$ cat config.mk
export PLATFORM = sky130hd
export DESIGN_NAME = spi_frame_master
export DESIGN_NICKNAME = d
export VERILOG_FILES = /design/src/rtl/spi_mst_pkg.sv /design/src/rtl/spi_cfg_norm.sv /design/src/rtl/spi_clk_div.sv /design/src/rtl/spi_shifter.sv /design/src/rtl/spi_frame_master.sv
export SDC_FILE = /design/constraint.sdc
export NUM_CORES = 1
export LEC_CHECK = 0
export BUFFER_PORTS_ARGS = -buffer_cell sky130_fd_sc_hd__buf_2
export CORE_ASPECT_RATIO = 0.7
export CORE_MARGIN = 2
export CORE_UTILIZATION = 60
export CTS_CLUSTER_DIAMETER = 60
export DETAILED_ROUTE_END_ITERATION = 8
export PLACE_DENSITY = 0.78
export SYNTH_ARGS = -nofsm -noshare
export SYNTH_HDL_FRONTEND = slang
export SYNTH_SLANG_ARGS = --single-unit
$ cat constraint.sdc
create_clock -name clk -period 9.1 [get_ports clk]
set_input_delay 0.91 -clock clk [delete_from_list [all_inputs] [get_ports clk]]
set_output_delay 0.91 -clock clk [all_outputs]
set_load 0.01 [all_outputs]
$ cat src/rtl/spi_mst_pkg.sv
package spi_mst_pkg;
    typedef enum logic [1:0] {
        ST_IDLE   = 2'd0,
        ST_LEAD   = 2'd1,
        ST_SHIFT  = 2'd2,
        ST_FINISH = 2'd3
    } spi_state_e;
endpackage

$ cat src/rtl/spi_cfg_norm.sv
module spi_cfg_norm #(
    parameter int MIN_BITS = 4,
    parameter int MAX_BITS = 16,
    parameter int LEN_W    = 5,
    parameter int PRE_W    = 8,
    parameter int SCR_W    = 8
) (
    input  logic [LEN_W-1:0] len_i,
    input  logic [PRE_W-1:0] prescale_i,
    input  logic [SCR_W-1:0] scr_i,
    output logic [LEN_W-1:0] len_o,
    output logic [PRE_W:0]   half_pre_o
);
    localparam logic [LEN_W-1:0] LEN_LO = LEN_W'(MIN_BITS);
    localparam logic [LEN_W-1:0] LEN_HI = LEN_W'(MAX_BITS);

    logic [PRE_W:0] pre_even;

    always_comb begin
        if (len_i < LEN_LO)      len_o = LEN_LO;
        else if (len_i > LEN_HI) len_o = LEN_HI;
        else                     len_o = len_i;
    end

    // round odd up, floor at 2, then raise so a bit spans >= 8 clocks
    always_comb begin
        pre_even = {1'b0, prescale_i} + {{PRE_W{1'b0}}, prescale_i[0]};
        if (pre_even < (PRE_W+1)'(2))
            pre_even = (PRE_W+1)'(2);
        if (scr_i == '0) begin
            if (pre_even < (PRE_W+1)'(8)) pre_even = (PRE_W+1)'(8);
        end else if (scr_i <= SCR_W'(2)) begin
            if (pre_even < (PRE_W+1)'(4)) pre_even = (PRE_W+1)'(4);
        end
        half_pre_o = pre_even >> 1;
    end
endmodule

$ cat src/rtl/spi_clk_div.sv
module spi_clk_div #(
    parameter int PRE_W = 8,
    parameter int SCR_W = 8
) (
    input  logic             clk,
    input  logic             rst_n,
    input  logic             run_i,
    input  logic [PRE_W:0]   half_pre_i,
    input  logic [SCR_W-1:0] scr_i,
    output logic             tick_o
);
    logic [PRE_W:0]   pre_cnt;
    logic [SCR_W-1:0] scr_cnt;
    logic             pre_wrap;

    assign pre_wrap = (pre_cnt == half_pre_i - 1'b1);
    assign tick_o   = run_i && pre_wrap && (scr_cnt == scr_i);

    always_ff @(posedge clk or negedge rst_n) begin
        if (!rst_n) begin
            pre_cnt <= '0;
            scr_cnt <= '0;
        end else if (!run_i) begin
            pre_cnt <= '0;
            scr_cnt <= '0;
        end else if (pre_wrap) begin
            pre_cnt <= '0;
            scr_cnt <= (scr_cnt == scr_i) ? '0 : scr_cnt + 1'b1;
        end else begin
            pre_cnt <= pre_cnt + 1'b1;
        end
    end

    // independent gap counter: half period is never below 4 clocks
    logic [2:0] gap_q;
    always_ff @(posedge clk or negedge rst_n) begin
        if (!rst_n)                gap_q <= '0;
        else if (!run_i || tick_o) gap_q <= '0;
        else if (gap_q != 3'd7)    gap_q <= gap_q + 1'b1;
    end

    p_bit_floor_r6: assert property (@(posedge clk) disable iff (!rst_n)
        tick_o |-> gap_q >= 3'd3);
endmodule

$ cat src/rtl/spi_shifter.sv
module spi_shifter #(
    parameter int MAX_BITS = 16,
    parameter int LEN_W    = 5
) (
    input  logic                clk,
    input  logic                rst_n,
    input  logic                load_i,
    input  logic [MAX_BITS-1:0] tx_i,
    input  logic [LEN_W-1:0]    load_len_i,
    input  logic [LEN_W-1:0]    len_i,
    input  logic                capture_i,
    input  logic                shift_i,
    input  logic                miso_i,
    output logic                mosi_bit_o,
    output logic [MAX_BITS-1:0] rx_next_o
);
    logic [MAX_BITS-1:0] sr_q;
    logic                held_q;
    logic                pend_q;
    logic [MAX_BITS-1:0] mask;
    logic [MAX_BITS-1:0] flushed;

    always_ff @(posedge clk or negedge rst_n) begin
        if (!rst_n) begin
            sr_q   <= '0;
            held_q <= 1'b0;
            pend_q <= 1'b0;
        end else if (load_i) begin
            sr_q   <= tx_i << (LEN_W'(MAX_BITS) - load_len_i);
            pend_q <= 1'b0;
        end else if (capture_i) begin
            held_q <= miso_i;
            pend_q <= 1'b1;
        end else if (shift_i && pend_q) begin
            sr_q   <= {sr_q[MAX_BITS-2:0], held_q};
            pend_q <= 1'b0;
        end
    end

    always_comb begin
        for (int i = 0; i < MAX_BITS; i++)
            mask[i] = (i < int'(len_i));
    end

    assign flushed    = pend_q ? {sr_q[MAX_BITS-2:0], held_q} : sr_q;
    assign rx_next_o  = flushed & mask;
    assign mosi_bit_o = sr_q[MAX_BITS-1];

    // a second sample before the first was shifted in would lose a bit
    p_no_lost_bit_r2: assert property (@(posedge clk) disable iff (!rst_n)
        capture_i |-> !pend_q);
endmodule

$ cat src/rtl/spi_frame_master.sv
module spi_frame_master
    import spi_mst_pkg::*;
#(
    parameter int MIN_BITS = 4,
    parameter int MAX_BITS = 16,
    parameter int LEN_W    = $clog2(MAX_BITS + 1),
    parameter int PRE_W    = 8,
    parameter int SCR_W    = 8
) (
    input  logic                clk,
    input  logic                rst_n,
    input  logic                start_i,
    input  logic [MAX_BITS-1:0] tx_word_i,
    input  logic [LEN_W-1:0]    frame_len_i,
    input  logic                cpol_i,
    input  logic                cpha_i,
    input  logic [PRE_W-1:0]    prescale_i,
    input  logic [SCR_W-1:0]    scr_i,
    output logic                sclk_o,
    output logic                mosi_o,
    input  logic                miso_i,
    output logic                ss_n_o,
    output logic                busy_o,
    output logic                done_o,
    output logic [MAX_BITS-1:0] rx_word_o
);
    localparam int CNT_W = LEN_W + 1;

    spi_state_e          state_q, state_d;
    logic                cpol_q, cpha_q;
    logic [LEN_W-1:0]    len_q, len_n;
    logic [PRE_W:0]      hpre_q, hpre_n;
    logic [SCR_W-1:0]    scr_q;
    logic [CNT_W-1:0]    edge_q;
    logic [CNT_W-1:0]    edges_total;
    logic                run, tick, start_ok;
    logic                edge_now, end_now, lead_edge, capture, shift_en;
    logic                mosi_bit;
    logic [MAX_BITS-1:0] rx_next;

    spi_cfg_norm #(
        .MIN_BITS(MIN_BITS), .MAX_BITS(MAX_BITS), .LEN_W(LEN_W),
        .PRE_W(PRE_W), .SCR_W(SCR_W)
    ) u_norm (
        .len_i(frame_len_i), .prescale_i(prescale_i), .scr_i(scr_i),
        .len_o(len_n), .half_pre_o(hpre_n)
    );

    assign run = (state_q == ST_LEAD) || (state_q == ST_SHIFT);

    spi_clk_div #(.PRE_W(PRE_W), .SCR_W(SCR_W)) u_div (
        .clk(clk), .rst_n(rst_n), .run_i(run),
        .half_pre_i(hpre_q), .scr_i(scr_q), .tick_o(tick)
    );

    assign start_ok    = (state_q == ST_IDLE) && start_i;
    assign edges_total = {len_q, 1'b0};
    assign edge_now    = tick && ((state_q == ST_LEAD) ||
                         ((state_q == ST_SHIFT) && (edge_q < edges_total)));
    assign end_now     = tick && (state_q == ST_SHIFT) && (edge_q == edges_total);
    assign lead_edge   = ~edge_q[0];
    assign capture     = edge_now && (cpha_q ? !lead_edge : lead_edge);
    assign shift_en    = edge_now && !capture;

    spi_shifter #(.MAX_BITS(MAX_BITS), .LEN_W(LEN_W)) u_shift (
        .clk(clk), .rst_n(rst_n),
        .load_i(start_ok), .tx_i(tx_word_i), .load_len_i(len_n),
        .len_i(len_q), .capture_i(capture), .shift_i(shift_en),
        .miso_i(miso_i), .mosi_bit_o(mosi_bit), .rx_next_o(rx_next)
    );

    // state register
    always_ff @(posedge clk or negedge rst_n) begin
        if (!rst_n) state_q <= ST_IDLE;
        else        state_q <= state_d;
    end

    always_comb begin
        state_d = state_q;
        unique case (state_q)
            ST_IDLE:   if (start_i) state_d = ST_LEAD;
            ST_LEAD:   if (tick)    state_d = ST_SHIFT;
            ST_SHIFT:  if (end_now) state_d = ST_FINISH;
            ST_FINISH:              state_d = ST_IDLE;
            default:                state_d = ST_IDLE;
        endcase
    end

    // outputs and frame configuration
    always_ff @(posedge clk or negedge rst_n) begin
        if (!rst_n) begin
            ss_n_o    <= 1'b1;
            sclk_o    <= 1'b0;
            done_o    <= 1'b0;
            rx_word_o <= '0;
            cpol_q    <= 1'b0;
            cpha_q    <= 1'b0;
            len_q     <= LEN_W'(MIN_BITS);
            hpre_q    <= (PRE_W+1)'(1);
            scr_q     <= '0;
            edge_q    <= '0;
        end else begin
            done_o <= end_now;
            if (state_q == ST_IDLE) begin
                sclk_o <= cpol_i;
                if (start_i) begin
                    ss_n_o <= 1'b0;
                    cpol_q <= cpol_i;
                    cpha_q <= cpha_i;
                    len_q  <= len_n;
                    hpre_q <= hpre_n;
                    scr_q  <= scr_i;
                    edge_q <= '0;
                end
            end
            if (edge_now) begin
                sclk_o <= ~sclk_o;
                edge_q <= edge_q + 1'b1;
            end
            if (end_now) begin
                ss_n_o    <= 1'b1;
                rx_word_o <= rx_next;
            end
        end
    end

    assign busy_o = (state_q != ST_IDLE);
    assign mosi_o = ss_n_o ? 1'b0 : mosi_bit;

    p_idle_released_r1: assert property (@(posedge clk) disable iff (!rst_n)
        !busy_o |-> (ss_n_o && !done_o));
    p_done_single_r9: assert property (@(posedge clk) disable iff (!rst_n)
        done_o |=> !done_o);
    p_done_in_busy_r9: assert property (@(posedge clk) disable iff (!rst_n)
        done_o |-> busy_o);
    p_edge_bound_r8: assert property (@(posedge clk) disable iff (!rst_n)
        !ss_n_o |-> edge_q <= edges_total);
    p_sclk_rest_r8: assert property (@(posedge clk) disable iff (!rst_n)
        $rose(ss_n_o) |-> sclk_o == cpol_q);
    p_mosi_hold_r10: assert property (@(posedge clk) disable iff (!rst_n)
        (!ss_n_o && !$past(ss_n_o) && (sclk_o != $past(sclk_o)) &&
         (sclk_o == ~(cpol_q ^ cpha_q))) |-> (mosi_o == $past(mosi_o)));
endmodule

==> load_flow_metrics.sql, run 1 <==
INSERT INTO impl_metrics (metric_group, metric, value, unit) VALUES
('status', 'run_status', 'finished clean', ''),
('place', 'placedCellCount', '820', ''),
('pwr', 'pwr_density_cell', '249.8', 'nW/µm²'),
('sta', 'slew_hr', '30.08', '%'),
('routing', 'top_layer', 'met4', ''),
('hold_path', 'hp-class', 'register to register', ''),
('critical_path', 'critPathSlowestCell', 'sky130_fd_sc_hd__xnor2_1', ''),
('synthesis', 'synth_top_cell_area_share', '36.21', '%'),
('clocking', 'hold_buffers', '0', ''),
('cells_and_area', 'final_layout_size_suffix_gt1_share', '14.33', '%'),
('critical_path', 'timing.critical_path.buf_inv', '2', ''),
('clocking', 'tritoncts', 'yes', ''),
('sta', 'rsz0062_at_grt', 'false', ''),
('clocking', 'cts_resized', '0', ''),
('clocking', 'clk_latency', '0.34', 'ns'),
('synthesis', 'number_of_different_library_cells_in_the_post_synthesis_netlist', '67', ''),
('critical_path', 'timing.critical_path.mode_cell', 'sky130_fd_sc_hd__a21oi_1', ''),
('die', 'die_x', '119.5', 'µm'),
('critical_path', 'critPathKind', 'primary input to register', ''),
('global_route', 'antenna_found_initial', '0', ''),
('synthesis', 'netlist.top_cell.by_area', 'sky130_fd_sc_hd__dfrtp_1', ''),
('global_route', 'first_global_vias', '4854', ''),
('critical_path', 'critical_path.max_stage_delay', '0.75', 'ns'),
('synthesis', 'netlist_area', '5598', 'µm²'),
('routing', 'wl_per_cell', '18.46', 'µm'),
('critical_path', 'critPathRequiredTime', '9.29', 'ns'),
('sta', 'timing.final.setup_violations', '0', ''),
('synthesis', 'yosys_warnings', '0', ''),
('die', 'floorplan.core_area', '9071', 'µm²'),
('sta', 'timing.setup.tns', '0', 'ns'),
('synthesis', 'synthMostInstantiatedCell', 'sky130_fd_sc_hd__nand2_1', ''),
('sta', 'clock-skew-final', '0.007275', 'ns'),
('place', 'hpwlAfterDp', '11450', 'µm'),
('cells_and_area', 'finalCoreUtilization', '68.55', '%'),
('sta', 'finalCritPeriodShare', '51.11', '%'),
('routing', 'antenna_violating_nets_post_route', '0', ''),
('sta', 'achievable_frequency', '215.0', 'MHz'),
('place', 'port_buffers', '63', ''),
('synthesis', 'yosys-top-cells-count', 'sky130_fd_sc_hd__nand2_1, sky130_fd_sc_hd__dfrtp_1, sky130_fd_sc_hd__nor2_1', ''),
('critical_path', 'critPathLaunchType', 'primary input', ''),
('cells_and_area', 'fillCellCount', '744', ''),
('sta', 'slew_violations', '0', ''),
('global_route', 'grt_overflow_total', '0', ''),
('sta', 'timing_worst_slew_pin_value', '1.049', 'ns'),
('synthesis', 'synth-seq-cells', '84', ''),
('sta', 'finalWorstSetupSlack', '4.449', 'ns'),
('die', 'fp.dieArea', '10130', 'µm²'),
('clocking', 'cts_made_buffers', '9', ''),
('global_route', 'gr-usage-all-layers', '31.93', '%'),
('die', 'row_count', '29', ''),
('routing', 'met1_length', '7561', 'µm'),
('critical_path', 'worstSetupEndpointType', 'register', ''),
('sta', 'hold_viol', '0', ''),
('routing', 'dr_wl_met3', '1351', 'µm'),
('pwr', 'max-vdd-ir-drop', '0.1293', 'mV'),
('synthesis', 'syn_nets', '723', ''),
('routing', 'detailed_route_wirelength_on_metal2', '6236', 'µm'),
('clocking', 'cts_sinks', '84', ''),
('routing', 'routed_wirelength', '15440', 'µm'),
('place', 'routabilityCongestion', '0.9085', ''),
('synthesis', 'syn-mean-instance-area', '8.418', 'µm²'),
('clocking', 'clkTransAtPathRegs', '0.06', 'ns'),
('die', 'die_h', '84.82', 'µm'),
('cells_and_area', 'final_cell_count_without_fillers', '836', ''),
('job', 'max_cap_viol_count', '0', ''),
('sta', 'finalCriticalPeriod', '4.651', 'ns'),
('place', 'place_worst_setup_slack', '4.125', 'ns'),
('cells_and_area', 'layout-area-overhead-vs-synth', '11.09', '%'),
('critical_path', 'crit_path_max_fanout', '30', ''),
('critical_path', 'arrival', '4.84', 'ns'),
('synthesis', 'async_flop_share', '100.0', '%');
==> registers in the layout (all words and copies together) (netlist names) <==
| name | cells |
|---|---|
| cpha_q | 1 |
| done_o | 1 |
| edge_q | 6 |
| hpre_q | 8 |
| len_q | 5 |
| rx_word_o | 16 |
| sclk_o | 1 |
| scr_q | 8 |
| ss_n_o | 1 |
| state_q | 2 |
| u_div.pre_cnt | 9 |
| u_div.scr_cnt | 8 |
| u_shift.held_q | 1 |
| u_shift.pend_q | 1 |
| u_shift.sr_q | 16 |
==> layout by cell type, fill, tap and decap left out, drive strengths merged, types with 8 or more instances in the layout <==
cell | netlist | final
and3 | 9 | 9
a211oi | 11 | 11
inv | 18 | 19
o21ai | 52 | 52
buf | 7 | 65
nor2b | 8 | 8
nor3 | 29 | 29
nor4 | 9 | 9
dfrtp | 81 | 81
xnor2 | 13 | 13
a21o | 11 | 11
ha | 15 | 15
a22oi | 11 | 11
clkbuf | 27 | 10
a31oi | 10 | 10
nand2 | 101 | 101
nand3 | 21 | 21
nor2 | 57 | 57
nand2b | 18 | 18
mux2i | 18 | 18
a21oi | 34 | 34
xor2 | 26 | 26
==> logic make-up (layout without fill, tap and decap cells) <==
group | count (synthesis) | after routing | synth area share, %
xor gates and xnor gates | 40 | 40 | 6.594
and+or+nand+nor | 278 | 278 | 23.58
muxes | 25 | 25 | 4.627
buffers and inverters | 52 | 99 | 3.978
adders and majority gates | 15 | 15 | 3.353
DFF | 84 | 84 | 37.62
AOI/OAI and AO/OA | 171 | 171 | 20.25
==> through the flow <==
| stage | power, µW | hold slack (ns) |
|---|---|---|
| floorplan | 1011 | 0.4652 |
| global placement | 1165 | 0.4448 |
| detailed placement | 1191 | 0.4613 |
| CTS | 1545 | 0.4752 |
| global route | 1665 | 0.5011 |
| finish | 1554 | 0.4725 |
==> layer usage <==
metal,vias to the layer above,track usage (%)
met5,-,0
met4,0,8.984
met3,33,6.653
met2,237,43.90
met1,2477,50.57
li1,2476,-
==> layout make-up <==
cell class | count | area (µm²) | share of cell area, %
flip-flops and latches | 84 | 2106 | 33.86
well taps | 124 | 155.1 | 2.495
inverters | 18 | 67.56 | 1.087
multi-input cells | 529 | 3269 | 52.58
clock buffers | 10 | 239.0 | 3.843
clock inverters | 6 | 48.80 | 0.7847
repair buffers | 65 | 332.8 | 5.352
==> power by group <==
part	switching [µW]	leakage [µW]	internal, µW	total (µW)
Clock	154	0.000137	195	349
Combinational	368	0.00160	245	613
Sequential	120	0.00109	472	592
Total	642	0.00283	911	1550
==> final timing paths <==
check | startpoint | cells past startpoint | to
worst max-delay path | frame_len_i[4] | 10 | u_shift.sr_q[10]
worst min-delay path | rx_word_o[0] | 1 | rx_word_o[0]
worst max register to register | hpre_q[0] | 9 | u_shift.sr_q[9]
worst min register to register | rx_word_o[0] | 1 | rx_word_o[0]
max in group asynchronous | rst_n | 1 | u_shift.sr_q[15]
min in group asynchronous | rst_n | 1 | rx_word_o[3]
No activity file was read; power rests on OpenSTA's default activity.
==> run 2: changes to the inputs <==
--- a/config.mk
+++ b/config.mk
@@ -8,10 +8,10 @@
 export BUFFER_PORTS_ARGS = -buffer_cell sky130_fd_sc_hd__buf_2
 export CORE_ASPECT_RATIO = 0.7
 export CORE_MARGIN = 2
-export CORE_UTILIZATION = 60
+export CORE_UTILIZATION = 59
 export CTS_CLUSTER_DIAMETER = 60
 export DETAILED_ROUTE_END_ITERATION = 8
-export PLACE_DENSITY = 0.78
+export PLACE_DENSITY = 0.76
 export SYNTH_ARGS = -nofsm -noshare
 export SYNTH_HDL_FRONTEND = slang
 export SYNTH_SLANG_ARGS = --single-unit
==> constraint.sdc (replaced) <==
create_clock -name clk -period 4.6 [get_ports clk]
set_input_delay 0.46 -clock clk [delete_from_list [all_inputs] [get_ports clk]]
set_output_delay 0.46 -clock clk [all_outputs]
set_load 0.01 [all_outputs]
==> load_flow_metrics.sql, run 2 (synthesized netlist as in run 1, its figures left out) <==
INSERT INTO impl_metrics (metric_group, metric, value, unit) VALUES
('status', 'run_status', 'finished clean', ''),
('cells_and_area', 'mostFrequentLayoutCells', 'sky130_fd_sc_hd__nand2_1, sky130_fd_sc_hd__dfrtp_1, sky130_fd_sc_hd__buf_2', ''),
('critical_path', 'critPathSlowestCell', 'sky130_fd_sc_hd__or4_1', ''),
('routing', 'antenna_violating_nets_post_route', '0', ''),
('sta', 'slew_hr', '29.62', '%'),
('routing', 'detail_route.vias_per_cell', '6.294', ''),
('die', 'top_level_ports', '64', ''),
('pwr', 'pwr_density_cell', '502.9', 'nW/µm²'),
('sta', 'finalWorstSetupSlack', '1.064', 'ns'),
('routing', 'dr_pass1_iterations', '5', ''),
('critical_path', 'count_of_cell_instances_traversed_by_the_critical_path', '9', ''),
('clocking', 'cts_sinks', '84', ''),
('pwr', 'power.leakage', '0.002865', 'µW'),
('place', 'hpwlAfterDp', '11120', 'µm'),
('critical_path', 'critPathTopFamily', 'compound AO/OA/AOI/OAI gates', ''),
('job', 'max_cap_viol_count', '0', ''),
('sta', 'timing.final.setup_violations', '0', ''),
('cells_and_area', 'final_layout_size_suffix_gt1_share', '14.64', '%'),
('clocking', 'postCtsSetupRepairBufs', '0', ''),
('global_route', 'first_global_vias', '4792', ''),
('clocking', 'cts_resized', '0', ''),
('critical_path', 'critPathLaunchType', 'register', ''),
('sta', 'finalCriticalPeriod', '3.536', 'ns'),
('routing', 'drt-initial-drc-count', '552', ''),
('clocking', 'htreeDepth', '3', ''),
('sta', 'hold_viol', '0', ''),
('critical_path', 'worstSetupEndpointType', 'register', ''),
('clocking', 'clkTransAtPathRegs', '0.06', 'ns'),
('die', 'die_h', '85.50', 'µm'),
('cells_and_area', 'reg.largest.list', 'rx_word_o: 16 flops, u_shift.sr_q: 16 flops, u_div.pre_cnt: 9 flops', ''),
('cells_and_area', 'layout-area-overhead-vs-synth', '12.16', '%'),
('sta', 'finalCritPeriodShare', '76.86', '%'),
('global_route', 'grt_max_degree', '85', ''),
('clocking', 'tritoncts', 'yes', ''),
('routing', 'routed_wirelength', '15140', 'µm'),
('clocking', 'root_buffer_master', 'sky130_fd_sc_hd__clkbuf_16', ''),
('die', 'die_x', '120.4', 'µm'),
('global_route', 'grt_pass1_wl', '24550', 'µm'),
('die', 'initial_core_util', '61.22', '%'),
('critical_path', 'critPathKind', 'register to register', ''),
('hold_path', 'hp-class', 'primary input to async pin', ''),
('critical_path', 'timing.critical_path.buf_inv', '1', ''),
('critical_path', 'arrival', '3.78', 'ns'),
('place', 'routabilityCongestion', '0.9540', ''),
('die', 'floorplan.core_area', '9144', 'µm²'),
('clocking', 'cts_made_buffers', '9', ''),
('global_route', 'antenna_found_initial', '0', ''),
('global_route', 'gr-usage-all-layers', '30.24', '%'),
('critical_path', 'critical_path.max_stage_delay', '0.77', 'ns'),
('routing', 'wl_per_cell', '18.00', 'µm'),
('pwr', 'max-vdd-ir-drop', '0.2645', 'mV'),
('cells_and_area', 'final_cell_count_without_fillers', '841', ''),
('die', 'row_count', '29', ''),
('critical_path', 'crit_path_max_fanout', '25', ''),
('place', 'placedCellCount', '825', ''),
('clocking', 'hold_buffers', '0', ''),
('sta', 'rsz0062_at_grt', 'false', ''),
('cells_and_area', 'most_frequent_standard_cell_in_the_layout_excluding_fill_and_tap_cells', 'sky130_fd_sc_hd__nand2_1', ''),
('clocking', 'clk_path_buf_depth', '2', ''),
('critical_path', 'critPathRequiredTime', '4.85', 'ns'),
('cells_and_area', 'n_antenna_cell', '0', ''),
('critical_path', 'timing.critical_path.cells', 'inv_1, ha_1, xor3_4, nor3_1, o2111ai_1, or4_1, o21ai_4, nor2_1, a41oi_1', ''),
('cells_and_area', 'finalNetCount', '770', ''),
('sta', 'timing.setup.tns', '0', 'ns'),
('sta', 'slew_violations', '0', ''),
('place', 'port_buffers', '63', ''),
('critical_path', 'worst-r2r-cell-count', '9', ''),
('sta', 'timing_worst_slew_pin_value', '1.056', 'ns'),
('routing', 'detailroute.via_count', '5293', ''),
('clocking', 'clk_latency', '0.34', 'ns'),
('cells_and_area', 'finalCoreUtilization', '68.66', '%'),
('routing', 'drc', '0', ''),
('sta', 'clock-skew-final', '0.004598', 'ns'),
('cells_and_area', 'fillCellCount', '782', ''),
('sta', 'achievable_frequency', '282.8', 'MHz'),
('global_route', 'grt_overflow_total', '0', ''),
('place', 'place_worst_setup_slack', '1.021', 'ns'),
('die', 'fp.dieArea', '10300', 'µm²');
[run 2: cell count changes in the layout (fill, tap and decap cells not counted), sizes merged]
cell      delta
bufinv       +2
clkinv       -1
clkinvlp     -1
inv          -1
buf          +5
clkbuf       +1
[run 2: cell type report]
cell class	instances	area, µm²	area share (%)
Sequential cell	84	2106	33.54
Timing Repair Buffer	70	370.4	5.899
Inverter	18	67.56	1.076
Clock inverter	5	77.57	1.236
Tap cell	124	155.1	2.471
Clock buffer	11	232.7	3.707
Multi-Input combinational cell	529	3269	52.07
[run 2: routing by layer]
metal	up-vias	track usage, %	share of wire (%)
met3	19	8.245	11
met5	-	0	0
li1	2480	-	-
met1	2492	47.67	48
met2	302	41.14	40
met4	0	6.765	1.0
[run 2: stage by stage]
step / power [µW] / cell area, µm² / hold slack (ns)
after floorplan: 2001 / 5598 / 0.1644
after global placement: 2307 / 5968 / 0.4463
after detailed placement: 2353 / 5968 / 0.4576
after CTS: 3128 / 6279 / 0.3084
after global routing: 3345 / 6279 / 0.3352
final: 3158 / 6279 / 0.3066
[run 2: path summary, 6_finish.rpt]
| kind | from | end | slack [ns] |
|---|---|---|---|
| worst max-delay path | hpre_q[0] | u_shift.sr_q[15] | 1.06 |
| worst min-delay path | rst_n | rx_word_o[2] | 0.31 |
| worst max register to register | hpre_q[0] | u_shift.sr_q[15] | 1.06 |
| worst min register to register | sclk_o | sclk_o | 0.47 |
| max in group asynchronous | rst_n | edge_q[1] | 3.61 |
| min in group clk | cpha_i | cpha_q | 0.31 |
[run 2: report_power, final]
| part | internal [µW] | total, µW | switching (µW) |
|---|---|---|---|
| combinational | 489 | 1230 | 743 |
| sequential | 934 | 1160 | 230 |
| clock | 474 | 761 | 287 |
